--- config.mk ---
export PLATFORM = sky130hd
export DESIGN_NAME = host_readback_port
export DESIGN_NICKNAME = d
export VERILOG_FILES = /design/src/rtl/rbk_pkg.sv /design/src/rtl/rbk_strobe_edge.sv /design/src/rtl/rbk_code_reg.sv /design/src/rtl/rbk_group_mux.sv /design/src/rtl/rbk_byte_path.sv /design/src/rtl/host_readback_port.sv
export SDC_FILE = /design/constraint.sdc
export NUM_CORES = 1
export LEC_CHECK = 0
export BUFFER_PORTS_ARGS = -buffer_cell sky130_fd_sc_hd__buf_2
export CAP_MARGIN = 10
export CORE_ASPECT_RATIO = 1.75
export CORE_MARGIN = 1.5
export CORE_UTILIZATION = 49
export DETAILED_ROUTE_END_ITERATION = 12
export GPL_TIMING_DRIVEN = 1
export PLACE_DENSITY_LB_ADDON = 0.2
export SLEW_MARGIN = 20
export SYNTH_ARGS = -nofsm -noshare
export SYNTH_HDL_FRONTEND = slang
export SYNTH_SLANG_ARGS = --single-unit
--- constraint.sdc ---
create_clock -name clk -period 1.8 [get_ports clk]
set_input_delay 0.09 -clock clk [delete_from_list [all_inputs] [get_ports clk]]
set_output_delay 0.09 -clock clk [all_outputs]
set_load 0.02 [all_outputs]
--- src/rtl/rbk_pkg.sv ---
`timescale 1ns/1ps
package rbk_pkg;

  localparam int RBK_CODE_W = 3;

  // Source group selectors; values are fixed by the host-visible map.
  typedef enum logic [RBK_CODE_W-1:0] {
    SRC_IQ     = 3'b000,
    SRC_MAGPH  = 3'b001,
    SRC_FREQ   = 3'b010,
    SRC_SPARE  = 3'b011,
    SRC_LEVEL  = 3'b100
  } src_code_e;

  function automatic int max2(input int a, input int b);
    return (a > b) ? a : b;
  endfunction

endpackage

--- src/rtl/rbk_strobe_edge.sv ---
`timescale 1ns/1ps
// Samples an active-low host strobe and reports its edges.
module rbk_strobe_edge (
  input  logic clk,
  input  logic rst_n,
  input  logic strobe_n,
  output logic fall,
  output logic rise,
  output logic prev_q
);

  logic prev_d;

  always_comb begin
    prev_d = strobe_n;
  end

  always_ff @(posedge clk or negedge rst_n) begin
    if (!rst_n) prev_q <= 1'b1;
    else        prev_q <= prev_d;
  end

  assign fall = prev_q & ~strobe_n;
  assign rise = ~prev_q & strobe_n;

endmodule

--- src/rtl/rbk_code_reg.sv ---
`timescale 1ns/1ps
// Holds the source code written by the host at the code address.
module rbk_code_reg #(
  parameter int ADDR_W    = 3,
  parameter int CODE_W    = 3,
  parameter int CODE_ADDR = 5
) (
  input  logic              clk,
  input  logic              rst_n,
  input  logic              wr_rise,
  input  logic [ADDR_W-1:0] addr,
  input  logic [CODE_W-1:0] code_in,
  output logic [CODE_W-1:0] code_q
);

  logic              code_en;
  logic [CODE_W-1:0] code_d;

  always_comb begin
    code_en = wr_rise && (addr == ADDR_W'(CODE_ADDR));
    code_d  = code_en ? code_in : code_q;
  end

  always_ff @(posedge clk or negedge rst_n) begin
    if (!rst_n) code_q <= '0;
    else        code_q <= code_d;
  end

endmodule

--- src/rtl/rbk_group_mux.sv ---
`timescale 1ns/1ps
// Packs the group chosen by the source code into one zero-extended word.
module rbk_group_mux
  import rbk_pkg::*;
#(
  parameter int WORD_W  = 16,
  parameter int LEVEL_W = 24,
  parameter int SNAP_W  = 32
) (
  input  logic [RBK_CODE_W-1:0] code,
  input  logic [WORD_W-1:0]     iq_i,
  input  logic [WORD_W-1:0]     iq_q,
  input  logic [WORD_W-1:0]     mag,
  input  logic [WORD_W-1:0]     phase,
  input  logic [WORD_W-1:0]     freq,
  input  logic [LEVEL_W-1:0]    level,
  output logic [SNAP_W-1:0]     group_word,
  output logic                  group_valid
);

  always_comb begin
    group_word  = '0;
    group_valid = 1'b1;
    case (src_code_e'(code))
      SRC_IQ:    group_word = SNAP_W'({iq_q, iq_i});
      SRC_MAGPH: group_word = SNAP_W'({phase, mag});
      SRC_FREQ:  group_word = SNAP_W'(freq);
      SRC_LEVEL: group_word = SNAP_W'(level);
      default:   group_valid = 1'b0;
    endcase
  end

endmodule

--- src/rtl/rbk_byte_path.sv ---
`timescale 1ns/1ps
// Snapshot register, byte selection and the returned-byte register.
module rbk_byte_path #(
  parameter int BUS_W       = 8,
  parameter int ADDR_W      = 3,
  parameter int SNAP_W      = 32,
  parameter int STATUS_ADDR = 7
) (
  input  logic              clk,
  input  logic              rst_n,
  input  logic              rd_fall,
  input  logic [ADDR_W-1:0] addr,
  input  logic [SNAP_W-1:0] group_word,
  input  logic              group_valid,
  input  logic [BUS_W-1:0]  status,
  output logic [BUS_W-1:0]  rdata_q,
  output logic [SNAP_W-1:0] snap_q
);

  localparam int SNAP_BYTES = SNAP_W / BUS_W;

  logic [BUS_W-1:0]  snap_byte [SNAP_BYTES];
  logic [BUS_W-1:0]  sel_byte;
  logic              snap_en;
  logic [SNAP_W-1:0] snap_d;
  logic [BUS_W-1:0]  rdata_d;

  for (genvar k = 0; k < SNAP_BYTES; k++) begin : g_bytes
    assign snap_byte[k] = snap_q[k*BUS_W +: BUS_W];
  end

  // Byte chosen by address; the low byte bypasses the snapshot.
  always_comb begin
    sel_byte = '0;
    if (addr == ADDR_W'(STATUS_ADDR)) begin
      sel_byte = status;
    end else if (group_valid) begin
      if (addr == '0) begin
        sel_byte = group_word[BUS_W-1:0];
      end else begin
        for (int k = 1; k < SNAP_BYTES; k++) begin
          if (addr == ADDR_W'(k)) sel_byte = snap_byte[k];
        end
      end
    end
  end

  always_comb begin
    snap_en = rd_fall && group_valid && (addr == '0);
    snap_d  = snap_en ? group_word : snap_q;
    rdata_d = rd_fall ? sel_byte : rdata_q;
  end

  always_ff @(posedge clk or negedge rst_n) begin
    if (!rst_n) begin
      snap_q  <= '0;
      rdata_q <= '0;
    end else begin
      snap_q  <= snap_d;
      rdata_q <= rdata_d;
    end
  end

endmodule

--- src/rtl/host_readback_port.sv ---
`timescale 1ns/1ps
module host_readback_port
  import rbk_pkg::*;
#(
  parameter int BUS_W       = 8,
  parameter int ADDR_W      = 3,
  parameter int WORD_W      = 16,
  parameter int LEVEL_W     = 24,
  parameter int CODE_ADDR   = 5,
  parameter int STATUS_ADDR = 7
) (
  input  logic               clk,
  input  logic               rst_n,
  input  logic [ADDR_W-1:0]  host_addr,
  input  logic [BUS_W-1:0]   host_wdata,
  input  logic               host_wr_n,
  input  logic               host_rd_n,
  input  logic [WORD_W-1:0]  iq_i,
  input  logic [WORD_W-1:0]  iq_q,
  input  logic [WORD_W-1:0]  mag,
  input  logic [WORD_W-1:0]  phase,
  input  logic [WORD_W-1:0]  freq,
  input  logic [LEVEL_W-1:0] level,
  input  logic [BUS_W-1:0]   status,
  output logic [BUS_W-1:0]   host_rdata,
  output logic               host_rdata_oe
);

  localparam int SNAP_W = max2(2 * WORD_W, LEVEL_W);

  // Reset: asserted asynchronously, released on the clock.
  logic [1:0] rst_sync_q;
  logic       srst_n;

  always_ff @(posedge clk or negedge rst_n) begin
    if (!rst_n) rst_sync_q <= 2'b00;
    else        rst_sync_q <= {rst_sync_q[0], 1'b1};
  end
  assign srst_n = rst_sync_q[1];

  logic                  wr_fall_unused, wr_rise, wr_prev_unused;
  logic                  rd_fall, rd_rise_unused, rd_prev;
  logic [RBK_CODE_W-1:0] code_q;
  logic [SNAP_W-1:0]     group_word;
  logic                  group_valid;
  logic [SNAP_W-1:0]     snap_q;
  logic                  unused_wdata;

  assign unused_wdata = ^host_wdata[BUS_W-1:RBK_CODE_W];

  rbk_strobe_edge u_wr_edge (
    .clk(clk), .rst_n(srst_n), .strobe_n(host_wr_n),
    .fall(wr_fall_unused), .rise(wr_rise), .prev_q(wr_prev_unused)
  );

  rbk_strobe_edge u_rd_edge (
    .clk(clk), .rst_n(srst_n), .strobe_n(host_rd_n),
    .fall(rd_fall), .rise(rd_rise_unused), .prev_q(rd_prev)
  );

  rbk_code_reg #(
    .ADDR_W(ADDR_W), .CODE_W(RBK_CODE_W), .CODE_ADDR(CODE_ADDR)
  ) u_code (
    .clk(clk), .rst_n(srst_n), .wr_rise(wr_rise), .addr(host_addr),
    .code_in(host_wdata[RBK_CODE_W-1:0]), .code_q(code_q)
  );

  rbk_group_mux #(
    .WORD_W(WORD_W), .LEVEL_W(LEVEL_W), .SNAP_W(SNAP_W)
  ) u_group (
    .code(code_q), .iq_i(iq_i), .iq_q(iq_q), .mag(mag), .phase(phase),
    .freq(freq), .level(level), .group_word(group_word),
    .group_valid(group_valid)
  );

  rbk_byte_path #(
    .BUS_W(BUS_W), .ADDR_W(ADDR_W), .SNAP_W(SNAP_W),
    .STATUS_ADDR(STATUS_ADDR)
  ) u_bytes (
    .clk(clk), .rst_n(srst_n), .rd_fall(rd_fall), .addr(host_addr),
    .group_word(group_word), .group_valid(group_valid), .status(status),
    .rdata_q(host_rdata), .snap_q(snap_q)
  );

  // Driver enable: only once the byte for this strobe has been captured.
  assign host_rdata_oe = ~host_rd_n & ~rd_prev;

endmodule


==> flow_metrics.py <==
metrics = {
    "run_status": {
        "outcome": "complete, but fails checks",
        "violations": "negative setup slack",
    },
    "timing": {
        "finalSetupViolCount": 1,
        "period_share_pct": 101,
        "fin_crit_ns": 1.81,
        "worstMarginPinSlew_ns": 0.639,
        "fmax_mhz": 551,
        "rsz0062_at_grt": "true",
        "holdWs_ns": 0.0152,
        "timing_hold_violations_final": 0,
        "setup_slack_ns": -0.0133,
        "slew_violations": 0,
        "fin_worst_skew_ns": 0.00611,
        "max_slew_margin_pct": 57.1,
    },
    "hold_path": {
        "hold_class": "in2reg",
        "whs_path_depth": 3,
    },
    "logic_synthesis": {
        "synth.most_common_cell": "dfrtp_1",
        "syn_nets": 402,
        "synth.cell_area_um2": 2540,
        "yosys-top-cells-count": "dfrtp_1, nor2_1, mux2i_1",
        "ys_warn_count": 0,
        "netlist.area_leader.share_pct": 36.4,
        "synth-seq-cells": 39,
        "synth_area_leaders": "dfrtp_1, mux2i_1, a221oi_1, nor2_1, o21ai_0",
        "synth_top_area_cell": "dfrtp_1",
        "synth_edf_count": 0,
        "synth_async_sr_flop_share_pct": 100,
        "synth_seq_area_share_pct": 38.5,
        "syn_inst": 275,
        "synth_ff_type": "dfrtp_1",
        "avgSynthCellArea_um2": 9.25,
        "ys_types": 36,
    },
    "floorplanning": {
        "initial_core_util_pct": 51.1,
        "core_um2": 4980,
        "rows": 34,
        "dieHeight_um": 98.3,
        "io_pins": 136,
        "die_width_um": 57.5,
        "dieArea_um2": 5650,
    },
    "routing": {
        "drt-pass1-iter-count": 4,
        "drc_errors": 0,
        "wl_um": 7510,
        "vias": 2687,
        "drt-initial-drc-count": 118,
        "viasPerCell": 5.75,
        "drtAntennaViolNets": 0,
        "wl_per_cell_um": 16.1,
    },
    "finish": {
        "final_area_um2": 3470,
        "fin_nets": 539,
        "antennaDiodeCount": 0,
        "fillers": 454,
        "multi_input_area_um2": 1460,
        "layout-drive-gt1-share_pct": 44.3,
        "synthToLayoutAreaGrowth_pct": 36.4,
        "ff_latch_area_um2": 978,
    },
    "placement": {
        "place_congestion": 0.803,
        "dpl_cell_area_um2": 3280,
        "place_hpwl_um": 5880,
        "dp_slack_ns": -0.00217,
        "port_buffers": 130,
    },
    "cts": {
        "cts_root_buf": "clkbuf_8",
        "cts_buffers": 5,
        "cts_tree": "built",
        "cts_buffer_depth": 2,
        "path_clk_slew_ns": 0.08,
        "cts_max_level": 2,
        "clock_sinks": 39,
        "worstSkewPairLatency_ns": 0.29,
        "post_cts_buffers": 0,
    },
    "critical_path": {
        "r2r_start": "u_code.code_q[1]$_DFFE_PN0P_",
        "worstPathMaxFanout": 9,
        "crit_arrival_ns": 2.02,
        "critPathKind": "reg2reg",
        "r2r_setup_slack_ns": -0.01,
        "crit_start": "u_code.code_q[1]$_DFFE_PN0P_",
        "r2r_end": "u_bytes.rdata_q[0]$_DFFE_PN0P_",
        "start_kind": "flip-flop",
        "r2r_cells": 6,
        "end_kind": "flip-flop",
        "worstPathRequired_ns": 2.00,
        "critical_path.endpoint": "u_bytes.rdata_q[0]$_DFFE_PN0P_",
    },
    "global_routing": {
        "grt_max_degree": 40,
        "grt_pass1_vias": 2577,
        "grt_pass1_wl_um": 11700,
        "grtUsageTotal_pct": 26.4,
        "antenna_found_initial": 0,
        "overflow": 0,
    },
    "power_and_ir_drop": {
        "leakage_uw": 0.00166,
        "vdd_drop_max_uv": 715,
        "p_per_area_nw_per_um2": 910,
    },
    "job": {
        "cap_violations": 0,
    },
}
worst min-delay path by stage:
stage | start | endpoint | slack [ns]
finish | host_wdata[1] | u_code.code_q[1]$_DFFE_PN0P_ | 0.02
global route | host_wdata[1] | u_code.code_q[1]$_DFFE_PN0P_ | 0.009
CTS | host_wdata[1] | u_code.code_q[1]$_DFFE_PN0P_ | 0.004
detailed placement | rst_n | rst_sync_q[0]$_DFF_PN0_ | -0.12
global placement | rst_n | rst_sync_q[0]$_DFF_PN0_ | -0.13
floorplan | rst_n | rst_sync_q[0]$_DFF_PN0_ | -0.21
kinds of logic after synthesis:
| kind of cell | Yosys count | synth area share [%] |
|---|---|---|
| other | 1 | 0.147 |
| AO/OA/AOI/OAI | 82 | 23.5 |
| buffers and inverters | 28 | 6.50 |
| AND/OR/NAND/NOR | 92 | 18.0 |
| flip-flops | 39 | 38.5 |
| adder cells (fa/ha/maj) | 1 | 0.443 |
| multiplexers | 32 | 12.9 |
metrics by stage:
| step | cells | util, % | TNS (ns) | power [uW] |
|---|---|---|---|---|
| global route | 467 | 69.7 | -0.0477 | 3340 |
| finish | 467 | 69.7 | -0.0133 | 3160 |
| global placement | 455 | 65.8 | 0 | 2460 |
| CTS | 466 | 68.4 | 0 | 3110 |
| floorplan | 275 | - | 0 | 2030 |
| detailed placement | 455 | 65.8 | -0.00217 | 2500 |
per-layer routing:
metal	wire length [um]	track usage, %	share of wire (%)	vias up
li1	-	-	-	1312
met1	2860	31.3	38	1240
met2	3950	44.8	53	119
met3	476	5.03	6.3	16
met4	220	12.5	2.9	0
met5	0	0	0	-
report_power, final:
part           switching, uW  internal [uW]
sequential               132           1080
combinational            710            625
clock                    331            277
area by class of cell:
type	count	share of cell area (%)
Inverter	3	0.541
Sequential cell	39	28.2
Clock buffer	5	1.98
Clock inverter	3	0.685
Multi-Input combinational cell	209	42.0
Timing Repair Buffer	154	24.6
Tap cell	54	1.95
critical path, stage by stage (launching register included):
cell and delay (ns):
dfrtp_1 0.40, maj3_2 0.38, buf_12 0.16, a2111oi_1 0.34, buf_4 0.19, a211oi_1 0.05, nor3_1 0.20
sequential cells by signal, indices dropped and copies added (netlist names):
name / cells
u_wr_edge.prev_q: 1
u_code.code_q: 3
u_bytes.snap_q: 24
rst_sync_q: 2
u_bytes.rdata_q: 8
u_rd_edge.prev_q: 1
cell usage in the layout, fill, tap and decap left out, types with 8 or more instances in the layout:
| cell | count |
|---|---|
| a211oi_1 | 8 |
| a21oi_1 | 8 |
| a221oi_1 | 13 |
| buf_2 | 130 |
| buf_4 | 19 |
| dfrtp_1 | 37 |
| mux2i_1 | 25 |
| nand2_1 | 18 |
| nand3b_1 | 8 |
| nor2_1 | 36 |
| nor3_1 | 10 |
| nor3b_1 | 8 |
| o21ai_0 | 16 |
| o31ai_1 | 8 |
what timing repair did:
item	in CTS	in global routing
gates cloned	0	1
gates resized for setup	1	16
pin swaps	0	1
endpoints found under the setup margin	2	20
hold buffers	3	0
hold endpoints to repair	4	0
(Power assumes the default switching activity.)
